===== config.mk =====
export PLATFORM = sky130hd
export DESIGN_NAME = sample_fetch_addr
export DESIGN_NICKNAME = d
export VERILOG_FILES = /design/src/rtl/sfa_pkg.sv /design/src/rtl/sfa_start_reg.sv /design/src/rtl/sfa_op_sel.sv /design/src/rtl/sfa_addr_cnt.sv /design/src/rtl/sample_fetch_addr.sv
export SDC_FILE = /design/constraint.sdc
export NUM_CORES = 1
export LEC_CHECK = 0
export BUFFER_PORTS_ARGS = -buffer_cell sky130_fd_sc_hd__buf_2
export CORE_ASPECT_RATIO = 0.9
export CORE_UTILIZATION = 45
export DETAILED_ROUTE_END_ITERATION = 10
export PLACE_DENSITY_LB_ADDON = 0.08
export SKIP_LAST_GASP = 1
export SYNTH_ARGS = -nofsm -noshare
export SYNTH_HDL_FRONTEND = slang
export SYNTH_HIERARCHICAL = 1
export SYNTH_SLANG_ARGS = --single-unit

===== constraint.sdc =====
create_clock -name clk_i -period 1.4 [get_ports clk_i]
set_input_delay 0 -clock clk_i [delete_from_list [all_inputs] [get_ports clk_i]]
set_output_delay 0 -clock clk_i [all_outputs]
set_load 0.05 [all_outputs]

===== src/rtl/sfa_pkg.sv =====
package sfa_pkg;
  typedef enum logic [1:0] {
    OP_HOLD = 2'd0,
    OP_LOAD = 2'd1,
    OP_INC  = 2'd2
  } cnt_op_e;
endpackage


===== src/rtl/sfa_start_reg.sv =====
module sfa_start_reg #(
  parameter int unsigned START_W = 8
) (
  input  logic               clk_i,
  input  logic               rst_ni,
  input  logic               wr_en_i,
  input  logic [START_W-1:0] wr_data_i,
  output logic [START_W-1:0] start_o
);
  always_ff @(posedge clk_i or negedge rst_ni) begin
    if (!rst_ni)      start_o <= '0;
    else if (wr_en_i) start_o <= wr_data_i;
  end
endmodule


===== src/rtl/sfa_op_sel.sv =====
module sfa_op_sel
  import sfa_pkg::*;
(
  input  logic    restart_i,
  input  logic    advance_i,
  output cnt_op_e op_o
);
  // restart has priority over advance
  always_comb begin
    if (restart_i)      op_o = OP_LOAD;
    else if (advance_i) op_o = OP_INC;
    else                op_o = OP_HOLD;
  end
endmodule


===== src/rtl/sfa_addr_cnt.sv =====
module sfa_addr_cnt
  import sfa_pkg::*;
#(
  parameter int unsigned ADDR_W  = 16,
  parameter int unsigned START_W = 8
) (
  input  logic               clk_i,
  input  logic               rst_ni,
  input  cnt_op_e            op_i,
  input  logic [START_W-1:0] start_i,
  output logic [ADDR_W-1:0]  addr_o
);
  localparam int unsigned CNT_W = ADDR_W - 1;
  localparam int unsigned LOW_W = CNT_W - 1 - START_W;

  logic [CNT_W-1:0] cnt_q, cnt_d, load_val;

  assign load_val = {1'b1, start_i, {LOW_W{1'b0}}};

  always_comb begin
    unique case (op_i)
      OP_LOAD: cnt_d = load_val;
      OP_INC:  cnt_d = cnt_q + 1'b1; // wraps within CNT_W bits
      default: cnt_d = cnt_q;
    endcase
  end

  always_ff @(posedge clk_i or negedge rst_ni) begin
    if (!rst_ni) cnt_q <= {1'b1, {(CNT_W-1){1'b0}}};
    else         cnt_q <= cnt_d;
  end

  assign addr_o = {1'b1, cnt_q};
endmodule


===== src/rtl/sample_fetch_addr.sv =====
module sample_fetch_addr
  import sfa_pkg::*;
#(
  parameter int unsigned ADDR_W  = 16,
  parameter int unsigned START_W = 8
) (
  input  logic               clk_i,
  input  logic               rst_ni,
  input  logic               wr_en_i,
  input  logic [START_W-1:0] wr_data_i,
  input  logic               restart_i,
  input  logic               advance_i,
  output logic [ADDR_W-1:0]  addr_o
);
  localparam int unsigned LOW_W = ADDR_W - 2 - START_W;

  logic [START_W-1:0] start_q;
  cnt_op_e            op;

  sfa_start_reg #(.START_W(START_W)) u_start (
    .clk_i, .rst_ni, .wr_en_i, .wr_data_i, .start_o(start_q)
  );

  sfa_op_sel u_sel (.restart_i, .advance_i, .op_o(op));

  sfa_addr_cnt #(.ADDR_W(ADDR_W), .START_W(START_W)) u_cnt (
    .clk_i, .rst_ni, .op_i(op), .start_i(start_q), .addr_o
  );

  AST_TOP_BIT: assert property (@(posedge clk_i) disable iff (!rst_ni)
    addr_o[ADDR_W-1]);

  AST_RESTART_FORM: assert property (@(posedge clk_i) disable iff (!rst_ni)
    restart_i |=> (addr_o[ADDR_W-2] && addr_o[LOW_W-1:0] == '0
                   && addr_o[ADDR_W-3:LOW_W] == $past(start_q)));

  AST_ADVANCE_STEP: assert property (@(posedge clk_i) disable iff (!rst_ni)
    (advance_i && !restart_i) |=>
      addr_o[ADDR_W-2:0] == $past(addr_o[ADDR_W-2:0]) + 1'b1);

  AST_IDLE_HOLD: assert property (@(posedge clk_i) disable iff (!rst_ni)
    (!advance_i && !restart_i) |=> $stable(addr_o));
endmodule


=== Word level (Yosys, flattened, before mapping) ===
Cells that the tools add are included.

* Bits in registers: 23
* Bits of input ports: 13
* Output and inout port bits: 16
* Logic and storage cells: 9

* Add/sub/neg operators: 1
* Eq/ne operators: 2
* Muxes and demuxes: 3
* Reductions and logical operators: 1

{| class="wikitable"
|+ Operators with widths
! operator !! number
|-
| 15-bit case mux with 2 select lines || 1
|-
| 15-bit by 1-bit adder with 15-bit output (second input constant) || 1
|-
| 2-bit two-way mux || 2
|-
| 2-bit by 1-bit == test with 1-bit output (second input constant) || 1
|-
| 2-bit == test (second input constant) || 1
|-
| 2-bit nonzero test || 1
|}

=== Logic depth before layout (Yosys ltp) ===
Gate-level depths: netlist of the first run.

* Depth in word-level cells: 4
* Gate-level depth with buffers: 8
* Mapped depth without buffers: 6

=== Hierarchy ===
The synthesis of the first run kept the hierarchy.

{| class="wikitable"
|+ By module, submodules not included
! module !! times used !! cells an instance !! area an instance (sq um)
|-
| sfa_addr_cnt || 1 || 107 || 922.1
|-
| sfa_start_reg || 1 || 17 || 331.6
|-
| sfa_op_sel || 1 || 2 || 21.3
|}

=== Least setup slack after synthesis of the first run ===
No wires, ideal clock.

* Path kind: reg-to-reg
* Start point: reg u_cnt.cnt_q[0]
* End point: reg u_cnt.cnt_q[12]
* Arrival time: 1.752 ns
* Required time: 1.320 ns
* Path slack: -0.432 ns
* Cell stages (with the launch flop): 6
* Buffers on the path: 0
* Period minus slack after synthesis: 1.832 ns
* Cells stage by stage: dfrtp_1 > ha_1 > nand3_1 > or3_1 > a21oi_1 > a2bb2oi_1

* Word-level cells in the longest chain between the ends: 2

{| class="wikitable"
|+ RTL lines
! item !! line !! RTL
|-
| from (decl) || sfa_addr_cnt.sv:16 || <nowiki>logic [CNT_W-1:0] cnt_q, cnt_d, load_val;</nowiki>
|-
| from (signal assigned) || sfa_addr_cnt.sv:29 || <nowiki>if (!rst_ni) cnt_q <= {1'b1, {(CNT_W-1){1'b0}}};</nowiki>
|-
| from (signal assigned) || sfa_addr_cnt.sv:30 || <nowiki>else cnt_q <= cnt_d;</nowiki>
|-
| 15-bit by 1-bit adder with 15-bit output || sfa_addr_cnt.sv:23 || <nowiki>OP_INC: cnt_d = cnt_q + 1'b1;</nowiki>
|-
| 15-bit case mux with 2 select lines || sfa_addr_cnt.sv:21 || <nowiki>unique case (op_i)</nowiki>
|}

No other way between the ends.
A chain may end at the register's enable or synchronous reset.

=== Worst setup path after layout of the first run ===
* Start point: reg u_cnt.cnt_q[0]
* End point: reg u_cnt.cnt_q[9]

The elaborated chain is that of the path after synthesis.

==> results of run 1 <==
[sequential cells by signal, summed over array words and instances (netlist names)]
register	count
u_start/start_o	8
u_cnt/cnt_q	15
[worst register-to-register path: cells and delay by family (launching register included)]
family                 cells  cell delay [ns]
AND/OR/NAND/NOR            3             0.66
AO/OA/AOI/OAI              1             0.08
flip-flops                 1             0.45
buffers and inverters      1             0.23
[metrics by stage]
step / total power (W) / instances / setup TNS (ns) / util, %
CTS: 0.00173 / 232 / -0.184 / 72.6
floorplan: 0.00119 / 126 / -0.702 / -
global route: 0.00185 / 235 / -1.03 / 76.0
global placement: 0.00137 / 209 / -0.109 / 63.6
finish: 0.00177 / 235 / -0.444 / 76.0
detailed placement: 0.00139 / 209 / -0.251 / 63.6
[synth_stat cells (2+ instances only)]
library cell / number / share of area, %
dfrtp_1: 22 / 43
buf_4: 2 / 1.2
nor2b_1: 3 / 1.5
a21oi_1: 12 / 4.7
nand2_1: 15 / 4.4
a2bb2oi_1: 3 / 2.1
o41ai_1: 2 / 1.4
nand3_1: 4 / 1.6
inv_1: 4 / 1.2
o22ai_1: 5 / 2.5
clkbuf_1: 3 / 0.88
nand4_1: 4 / 2.0
or3_1: 4 / 2.0
nor2_1: 4 / 1.2
o21ai_0: 7 / 2.7
ha_1: 3 / 2.9
mux2_4: 8 / 9.4
[power by group]
part / internal (W) / switching (W)
clock network: 0.000111 / 0.000201
logic: 0.000261 / 0.000380
registers: 0.000743 / 0.0000723
total: 0.00112 / 0.000654
[per-layer routing]
metal	track usage, %	vias up
met5	0	-
met4	5.95	0
met2	42.0	31
met1	33.5	637
met3	2.96	4
li1	-	606
[path summary, 6_finish.rpt]
path                                 endpoint  cells past startpoint       startpoint  slack [ns]
max in group asynchronous     u_cnt/cnt_q[11]                      2           rst_ni        0.83
hold / removal             u_start/start_o[4]                      2          wr_en_i        0.12
setup / recovery               u_cnt/cnt_q[9]                      5   u_cnt/cnt_q[0]       -0.13
min in group asynchronous      u_cnt/cnt_q[6]                      2           rst_ni        0.18
setup reg to reg               u_cnt/cnt_q[9]                      5   u_cnt/cnt_q[0]       -0.13
hold reg to reg               u_cnt/cnt_q[14]                      1  u_cnt/cnt_q[14]        0.53
[layout make-up]
| class | count | area [µm²] |
|---|---|---|
| multi-input combinational | 90 | 746 |
| fill | 179 | 618 |
| sequential | 23 | 592 |
| timing repair buffer | 75 | 526 |
| tap | 38 | 47.5 |
| clock buffer | 4 | 26.3 |
| inverter | 5 | 18.8 |
[kinds of logic (layout without fill, tap and decap cells)]
logic type	count (synthesis)	count (layout)	synth area share, %
AO/OA/AOI/OAI	37	37	18.5
adder cells (fa/ha/maj)	3	3	2.94
buffers and inverters	13	84	5.10
flip-flops	23	23	45.2
multiplexers	9	9	10.2
other	1	1	0.294
AND/OR/NAND/NOR	40	40	17.7
[repair_timing]
item | in CTS | in global routing
pin swaps | 10 | 11
endpoints found under the hold margin | 30 | 0
hold buffers | 9 | 0
buffers inserted | 10 | 3
resized for setup | 8 | 16
endpoints found under the setup margin | 5 | 9
==> qor.yml, run 1 <==
outcome:
  status: "finished with violations"
  failed_checks: "setup timing"
logic_synthesis:
  synth.distinct_cells: 38
  syn_area_mm2: 0.00127
  synth-edff-count: 0
  syn-num-nets: 142
  synth_ff_type: "dfrtp_1"
  ys_seq_elements: 23
  seq_area_frac_synth_pct: 45.2
  yosys_warnings: 6
  async_flop_share_pct: 100
  synth_area_per_cell_um2: 10.1
  synthCells: 126
clocking:
  numCtsBuffers: 3
  clk_latency_ns: 0.31
  cts.sinks: 23
  clkTransAtPathRegs_ns: 0.13
  clock-root-buffer: "clkbuf_4"
  htree_levels: 1
  clockBufferDepth: 2
  cts_tree: "yes"
detailed_routing:
  ant_nets: 0
  drtPass1Iterations: 4
  wl_met3_um: 119
  drt-total-wl_um: 3550
  wl_per_cell_um: 15.1
  dr_total_vias: 1278
  avgViaCountPerCell: 5.44
  met2WireLength_um: 1700
  dr.first_iter.drc_count: 49
  drc: 0
  top_layer: "met4"
  wl_met1_um: 1700
finish:
  layout_common_cells: "37 x buf_4, 27 x buf_2, 15 x nand2_1"
  areaGrowthSynthToFinish_pct: 53.4
  layout_commonest_cell: "buf_4"
  antenna_cells: 0
  nNetsFinal: 214
  drive_gt1_share_pct: 56.9
  finish.instance_area_mm2: 0.00196
sta:
  slew_violations: 0
  finalCritPeriodShare_pct: 109
  fin_ws_ns: -0.126
  relSlewSlack_pct: 64.4
  max_freq_mhz: 655
  final-setup-viol-count: 7
  hold_ws_ns: 0.122
  skew_ns: 0.00592
  rsz0062_at_grt: "true"
  hold_viol: 0
  finalWorstPathRequiredPeriod_ns: 1.53
  tightest_slew_ns: 0.534
place:
  place_hpwl_um: 2270
  placed_area_mm2: 0.00164
  gp_congestion: 0.834
  preCtsSetupSlack_ns: -0.0972
  placement.io_buffers: 27
die:
  die_area_mm2: 0.00305
  die_w_um: 58.1
  design.portCount: 29
  initial_core_util_pct: 49.5
  row_count: 17
  core-area_mm2: 0.00257
  die_h_um: 52.5
setup_path:
  path_cells: "nand4_1, buf_4, nor2_4, a21oi_1, or3_1"
  cp_max_fo: 6
  worstPathRequired_ns: 1.60
  cp_top_family: "simple AND/OR/NAND/NOR gates"
  end_kind: "register"
  cp_num_buf_inv: 1
  max_stage_delay_ns: 0.45
  cpMaxStageDelayCell: "dfrtp_2"
  start_kind: "register"
  arrival_ns: 1.73
  path_class: "register to register"
global_route:
  antenna_found_initial: 0
  globalRouteOverflowTotal: 0
  grt_max_degree: 24
  grt_pass1_wl_um: 5560
  grt_pass1_vias: 1210
  grtUsageTotal_pct: 24.7
power_and_ir_drop:
  ir_drop_mv: 0.523
  p_leak_nw: 0.869
  p_per_area_mw_per_mm2: 905
run:
  drv_cap: 0
worst_hold_path:
  hold_path.class: "input pin to register"
Note: power is estimated with default switching activity, not from simulation.
==> run 2: changes to the inputs <==
- ABC_AREA: unset -> 1
- CORE_ASPECT_RATIO: 0.9 -> unset
- MAX_ROUTING_LAYER: unset -> met4
==> qor.yml, run 2 <==
finish:
  largest_reg_flops: 15  # unchanged
  nNetsFinal: 229  # +7.0%
  finish.instance_area_mm2: 0.00167  # -15%
  layout_common_cells: "57 x nand2_1, 27 x buf_2, 18 x dfrtp_1"
  drive_gt1_share_pct: 26.9  # -30 points
  fillers: 216  # +21%
  stdcell_count: 242  # +3.0%
  antenna_cells: 0  # unchanged
  largestRegisters: "u_cnt/cnt_q (15), u_start/start_o (8)"
  top_register: "u_cnt/cnt_q"
  areaGrowthSynthToFinish_pct: 30.4
  layout_commonest_cell: "nand2_1"
logic_synthesis:
  synth_commonest_cells: "57 x nand2_1, 22 x dfrtp_1, 12 x nand3_1"
  synth_top_area_cell: "dfrtp_1"
  yosysMostFrequentCell: "nand2_1"
  ys_seq_elements: 23  # unchanged
  async_flop_share_pct: 100  # unchanged
  synth_ff_type: "dfrtp_1"
  synth_top_cell_area_share_pct: 43.0  # -0.17 points
  synthCells: 164  # +30%
  synth.distinct_cells: 27  # -29%
  seq_area_frac_synth_pct: 45.1  # -0.18 points
  synth_area_leaders: "dfrtp_1 43%, nand2_1 17%, nand3_1 4.7%"
  synth-edff-count: 0  # unchanged
  syn_area_mm2: 0.00128  # +0.39%
  synth_area_per_cell_um2: 7.80  # -23%
  yosys_warnings: 6  # unchanged
  syn-num-nets: 180  # +27%
outcome:
  status: "completed"
global_route:
  grt_max_degree: 24  # unchanged
  grt_pass1_wl_um: 5100  # -8.3%
  grt_pass1_vias: 1219  # +0.74%
  antenna_found_initial: 0  # unchanged
  globalRouteOverflowTotal: 0  # unchanged
  grtUsageTotal_pct: 21.7  # -2.9 points
sta:
  skew_ns: 0.00178  # -0.00414 ns
  final-setup-viol-count: 0  # -7
  rsz0062_at_grt: "false"
  hold_viol: 0  # unchanged
  finalCritPeriodShare_pct: 88.2  # -21 points
  max_freq_mhz: 810  # +24%
  relSlewSlack_pct: 64.5  # about the same
  fin_ws_ns: 0.166  # +0.292 ns
  fin_tns_setup_ns: 0  # +0.444 ns
  tightest_slew_ns: 0.533  # -0.000409 ns
  slew_violations: 0  # unchanged
  finalWorstPathRequiredPeriod_ns: 1.23  # -0.292 ns
setup_path:
  end_kind: "register"
  cp_max_fo: 6  # unchanged
  reg2reg_slack_ns: 0.17  # +0.29 ns
  worstPathRequired_ns: 1.67  # +0.07 ns
  path_class: "register to register"
  arrival_ns: 1.51  # -0.22 ns
  timing.rr.start: "u_cnt/cnt_q[0]"
  reg2reg_to: "u_cnt/cnt_q[12]"
  start_kind: "register"
  rr_worst_depth: 7  # +2
die:
  row_count: 18  # +1
  design.portCount: 29  # unchanged
  die_area_mm2: 0.00306  # +0.37%
  die_w_um: 55.3  # -4.8%
  die_h_um: 55.3  # +5.4%
  core-area_mm2: 0.00259  # +0.63%
  initial_core_util_pct: 49.4  # -0.12 points
worst_hold_path:
  min_from: "wr_en_i"
  hold_path.class: "input pin to register"
  hold_end: "u_start/start_o[1]"
  hold_depth: 4  # +2
detailed_routing:
  ant_nets: 0  # unchanged
  avgViaCountPerCell: 5.33  # -2.0%
  wl_per_cell_um: 12.1  # -20%
  drc: 0  # unchanged
  drtPass1Iterations: 4  # unchanged
  drt-total-wl_um: 2940  # -17%
  dr_total_vias: 1290  # +0.94%
  dr.first_iter.drc_count: 41  # -16%
place:
  dp_cells: 220  # +5.3%
  preCtsSetupSlack_ns: 0.148  # +0.245 ns
  place_hpwl_um: 1960  # -14%
  placed_area_mm2: 0.00145  # -11%
  placement.io_buffers: 27  # unchanged
  gp_congestion: 0.811  # -2.7%
clocking:
  cts.sinks: 23  # unchanged
  clock-root-buffer: "clkbuf_4"
  cts_tree: "yes"
  clockBufferDepth: 2  # unchanged
  clk_latency_ns: 0.32  # about the same
  numCtsBuffers: 3  # unchanged
  htree_levels: 1  # unchanged
  clkTransAtPathRegs_ns: 0.13  # about the same
power_and_ir_drop:
  p_per_area_mw_per_mm2: 973  # +7.5%
  p_leak_nw: 0.806  # -7.3%
  ir_drop_mv: 0.835  # +60%
  total_power_w: 0.00162  # -8.2%
run:
  drv_cap: 0  # unchanged
-- run 2: critical path, stage by stage (launching register included) --
cell and delay [ns]:
dfrtp_2 0.44, ha_1 0.21, inv_1 0.06, nor2_2 0.17, nand2_1 0.07, o21bai_1 0.11
nand3_1 0.07, nand2_1 0.06
-- run 2: stage by stage --
stage               utilization [%]  hold slack [ns]
global route                   64.4            0.120
global placement               56.1          0.00504
finish                         64.4           0.0759
detailed placement             56.1           0.0106
CTS                            63.8           0.0765
floorplan                         -           -0.296
-- run 2: what timing repair did --
item                                    in CTS  in global routing
endpoints found under the setup margin       0                  2
setup buffers                                0                  1
hold buffers                                17                  0
resized for setup                            0                  2
endpoints found under the hold margin       31                  0
-- run 2: cells by family (layout without fill, tap and decap cells) --
group | Yosys count | in the layout | share of synthesized area (%)
AOI/OAI and AO/OA | 24 | 24 | 12.5
adders and majority gates | 3 | 3 | 2.93
buffers and inverters | 19 | 67 | 6.74
DFF | 23 | 23 | 45.1
other | 1 | 1 | 0.293
and+or+nand+nor | 94 | 94 | 32.5
-- run 2: final cells by class --
cell class | instances | area [µm²] | area share (%)
Clock buffer | 3 | 22.5 | 1.35
Multi-Input combinational cell | 122 | 627 | 37.6
Inverter | 14 | 52.6 | 3.15
Tap cell | 30 | 37.5 | 2.25
Clock inverter | 1 | 5.00 | 0.300
Sequential cell | 23 | 582 | 34.9
Timing Repair Buffer | 49 | 343 | 20.5
-- run 2: worst max-delay path by stage --
stage	from	endpoint	slack, ns	cells after the start
finish	u_cnt/cnt_q[0]	u_cnt/cnt_q[12]	0.17	7
global route	u_cnt/cnt_q[0]	u_cnt/cnt_q[12]	0.02	7
floorplan	u_cnt/cnt_q[8]	u_cnt/cnt_q[14]	0.007	7
detailed placement	u_cnt/cnt_q[0]	u_cnt/cnt_q[14]	0.15	6
CTS	u_cnt/cnt_q[0]	u_cnt/cnt_q[14]	0.12	6
global placement	u_cnt/cnt_q[0]	u_cnt/cnt_q[6]	0.17	5
-- run 2: report_power, final --
group          total (W)  internal (W)  switching (W)
Sequential      0.000792      0.000730      0.0000621
Clock           0.000320      0.000107       0.000213
Combinational   0.000512      0.000172       0.000340
-- run 2: per-layer routing --
metal / track usage (%) / routed length [µm] / vias up
li1: - / - / 637
met1: 23.8 / 1260 / 604
met2: 37.5 / 1470 / 43
met3: 3.51 / 137 / 6
met4: 11.8 / 69 / 0
met5: - / 0 / -
==> run 3: changes to the inputs <==
==> constraint.sdc (replaced) <==
create_clock -name clk_i -period 1.4 [get_ports clk_i]
set_input_delay 0.07 -clock clk_i [delete_from_list [all_inputs] [get_ports clk_i]]
set_output_delay 0.07 -clock clk_i [all_outputs]
set_load 0.05 [all_outputs]
==> qor.yml, run 3 (same netlist as run 2, synthesis figures left out) <==
detailed_routing:
  ant_nets: 0  # unchanged
  dr_total_vias: 1204  # -6.7%
  drt-total-wl_um: 2840  # -3.2%
  avgViaCountPerCell: 5.17  # -3.1%
  wl_per_cell_um: 12.2  # +0.57%
  dr.first_iter.drc_count: 38  # -7.3%
  drtPass1Iterations: 4  # unchanged
  drc: 0  # unchanged
power_and_ir_drop:
  p_seq_share_pct: 49.6  # +0.8 points
  p_comb_share_pct: 30.6  # -0.9 points
  p_leak_nw: 0.776  # -3.8%
  p_switching_w: 0.000603  # -2.0%
  clkPwrFrac_pct: 19.8  # about the same
  p_sw_share_pct: 37.7  # -0.17 points
  intPower_w: 0.000997  # -1.3%
  p_per_area_mw_per_mm2: 1020  # +4.3%
  ir_drop_mv: 0.804  # -3.7%
setup_path:
  path_class: "register to register"
  worstPathRequired_ns: 1.62  # -0.05 ns
  end_kind: "register"
  rr_worst_depth: 5  # -2
  timing.rr.start: "u_cnt/cnt_q[0]"
  crit_path_start: "u_cnt/cnt_q[0]"
  cpMaxStageDelayCell: "dfrtp_2"
  path_cells: "ha_1, nand3_1, o21a_1, o21ai_0, nand2_1"
  arrival_ns: 1.49  # -0.02 ns
  start_kind: "register"
  cp_max_fo: 7  # +1
  max_stage_delay_ns: 0.44  # about the same
place:
  gp_congestion: 0.845  # +4.2%
  placement.io_buffers: 27  # unchanged
  place_hpwl_um: 2040  # +4.2%
die:
  die_w_um: 55.3  # unchanged
  design.portCount: 29  # unchanged
  die_h_um: 55.3  # unchanged
  initial_core_util_pct: 49.4  # unchanged
  die_area_mm2: 0.00306  # unchanged
  row_count: 18  # unchanged
  core-area_mm2: 0.00259  # unchanged
finish:
  drive_gt1_share_pct: 26.6  # -0.29 points
  antenna_cells: 0  # unchanged
  nNetsFinal: 220  # -3.9%
  top_register: "u_cnt/cnt_q"
  layout_commonest_cell: "nand2_1"
  largest_reg_flops: 15  # unchanged
  layout_common_cells: "57 x nand2_1, 27 x buf_2, 18 x dfrtp_1"
  areaGrowthSynthToFinish_pct: 23.1
  largestRegisters: "u_cnt/cnt_q (15), u_start/start_o (8)"
sta:
  rsz0062_at_grt: "false"
  skew_ns: 0.00194  # +0.000156 ns
  max_freq_mhz: 789  # -2.6%
  fin_tns_setup_ns: 0  # unchanged
  slew_violations: 0  # unchanged
  hold_viol: 0  # unchanged
  tightest_slew_ns: 0.520  # -0.0130 ns
  final-setup-viol-count: 0  # unchanged
  relSlewSlack_pct: 65.3  # +0.87 points
  finalCritPeriodShare_pct: 90.5  # +2.3 points
  finalWorstPathRequiredPeriod_ns: 1.27  # +0.0327 ns
  hold_ws_ns: 0.0353  # -0.0406 ns
global_route:
  antenna_found_initial: 0  # unchanged
  grt_max_degree: 24  # unchanged
  globalRouteOverflowTotal: 0  # unchanged
  grt_pass1_vias: 1210  # -0.74%
  grt_pass1_wl_um: 4950  # -3.0%
  grtUsageTotal_pct: 20.9  # -0.83 points
run:
  drv_cap: 0  # unchanged
clocking:
  clk_latency_ns: 0.32  # about the same
  cts_tree: "yes"
  cts.sinks: 23  # unchanged
  htree_levels: 1  # unchanged
  clock-root-buffer: "clkbuf_4"
  clockBufferDepth: 2  # unchanged
  numCtsBuffers: 3  # unchanged
  clkTransAtPathRegs_ns: 0.13  # about the same
worst_hold_path:
  min_from: "wr_en_i"
  hold_depth: 3  # -1
  hold_path.class: "input pin to register"
outcome:
  status: "completed"
-- run 3: power groups by stage --
stage                     registers (W)  clock network, W  logic, W
after global placement         0.000807                 0  0.000463
after CTS                      0.000794          0.000331  0.000492
after detailed placement       0.000807                 0  0.000473
final                          0.000793          0.000317  0.000489
after floorplan                0.000963                 0  0.000171
after global routing           0.000807          0.000344  0.000529
-- run 3: through the flow --
stage	utilization, %	cell area, µm²	power (W)	setup WS [ns]	cells
final	60.8	1580	0.00160	0.133	233
after CTS	60.6	1570	0.00162	0.127	233
after global placement	56.1	1450	0.00127	0.168	220
after global routing	60.8	1580	0.00168	0.0104	233
after floorplan	-	1280	0.00113	0.00660	164
after detailed placement	56.1	1450	0.00128	0.151	220
-- run 3: worst max-delay path: cells and delay by family (launching register included) --
kind | cells | cell delay, ns
compound gates | 2 | 0.34
fa+ha+maj | 1 | 0.16
flops | 1 | 0.44
simple gates | 2 | 0.23
-- run 3: layout make-up --
type,instances,area (µm²)
fillers,247,1010
inverters,14,52.6
clock buffers,4,26.3
multi-input cells,122,622
repair buffers,40,255
flip-flops and latches,23,582
well taps,30,37.5
-- run 3: repair_timing --
item | in CTS | in global routing
endpoints found under the setup margin | 0 | 1
setup buffers | 0 | 0
resized for setup | 0 | 1
endpoints found under the hold margin | 30 | 0
hold buffers | 9 | 0
-- run 3: per-layer routing --
layer	wire length (µm)	part of all wire, %	global-route usage [%]
met1	1260	44	22.6
met2	1390	49	36.8
met3	132	4.6	2.81
met4	67	2.4	11.4
met5	0	0	-
-- run 3: final timing paths --
check / to / slack, ns
min in group asynchronous: u_cnt/cnt_q[6] / 0.24
min reg2reg: u_start/start_o[3] / 0.49
max in group asynchronous: u_cnt/cnt_q[0] / 0.79
max reg2reg: u_cnt/cnt_q[6] / 0.13
min: u_start/start_o[3] / 0.04
max: u_cnt/cnt_q[6] / 0.13
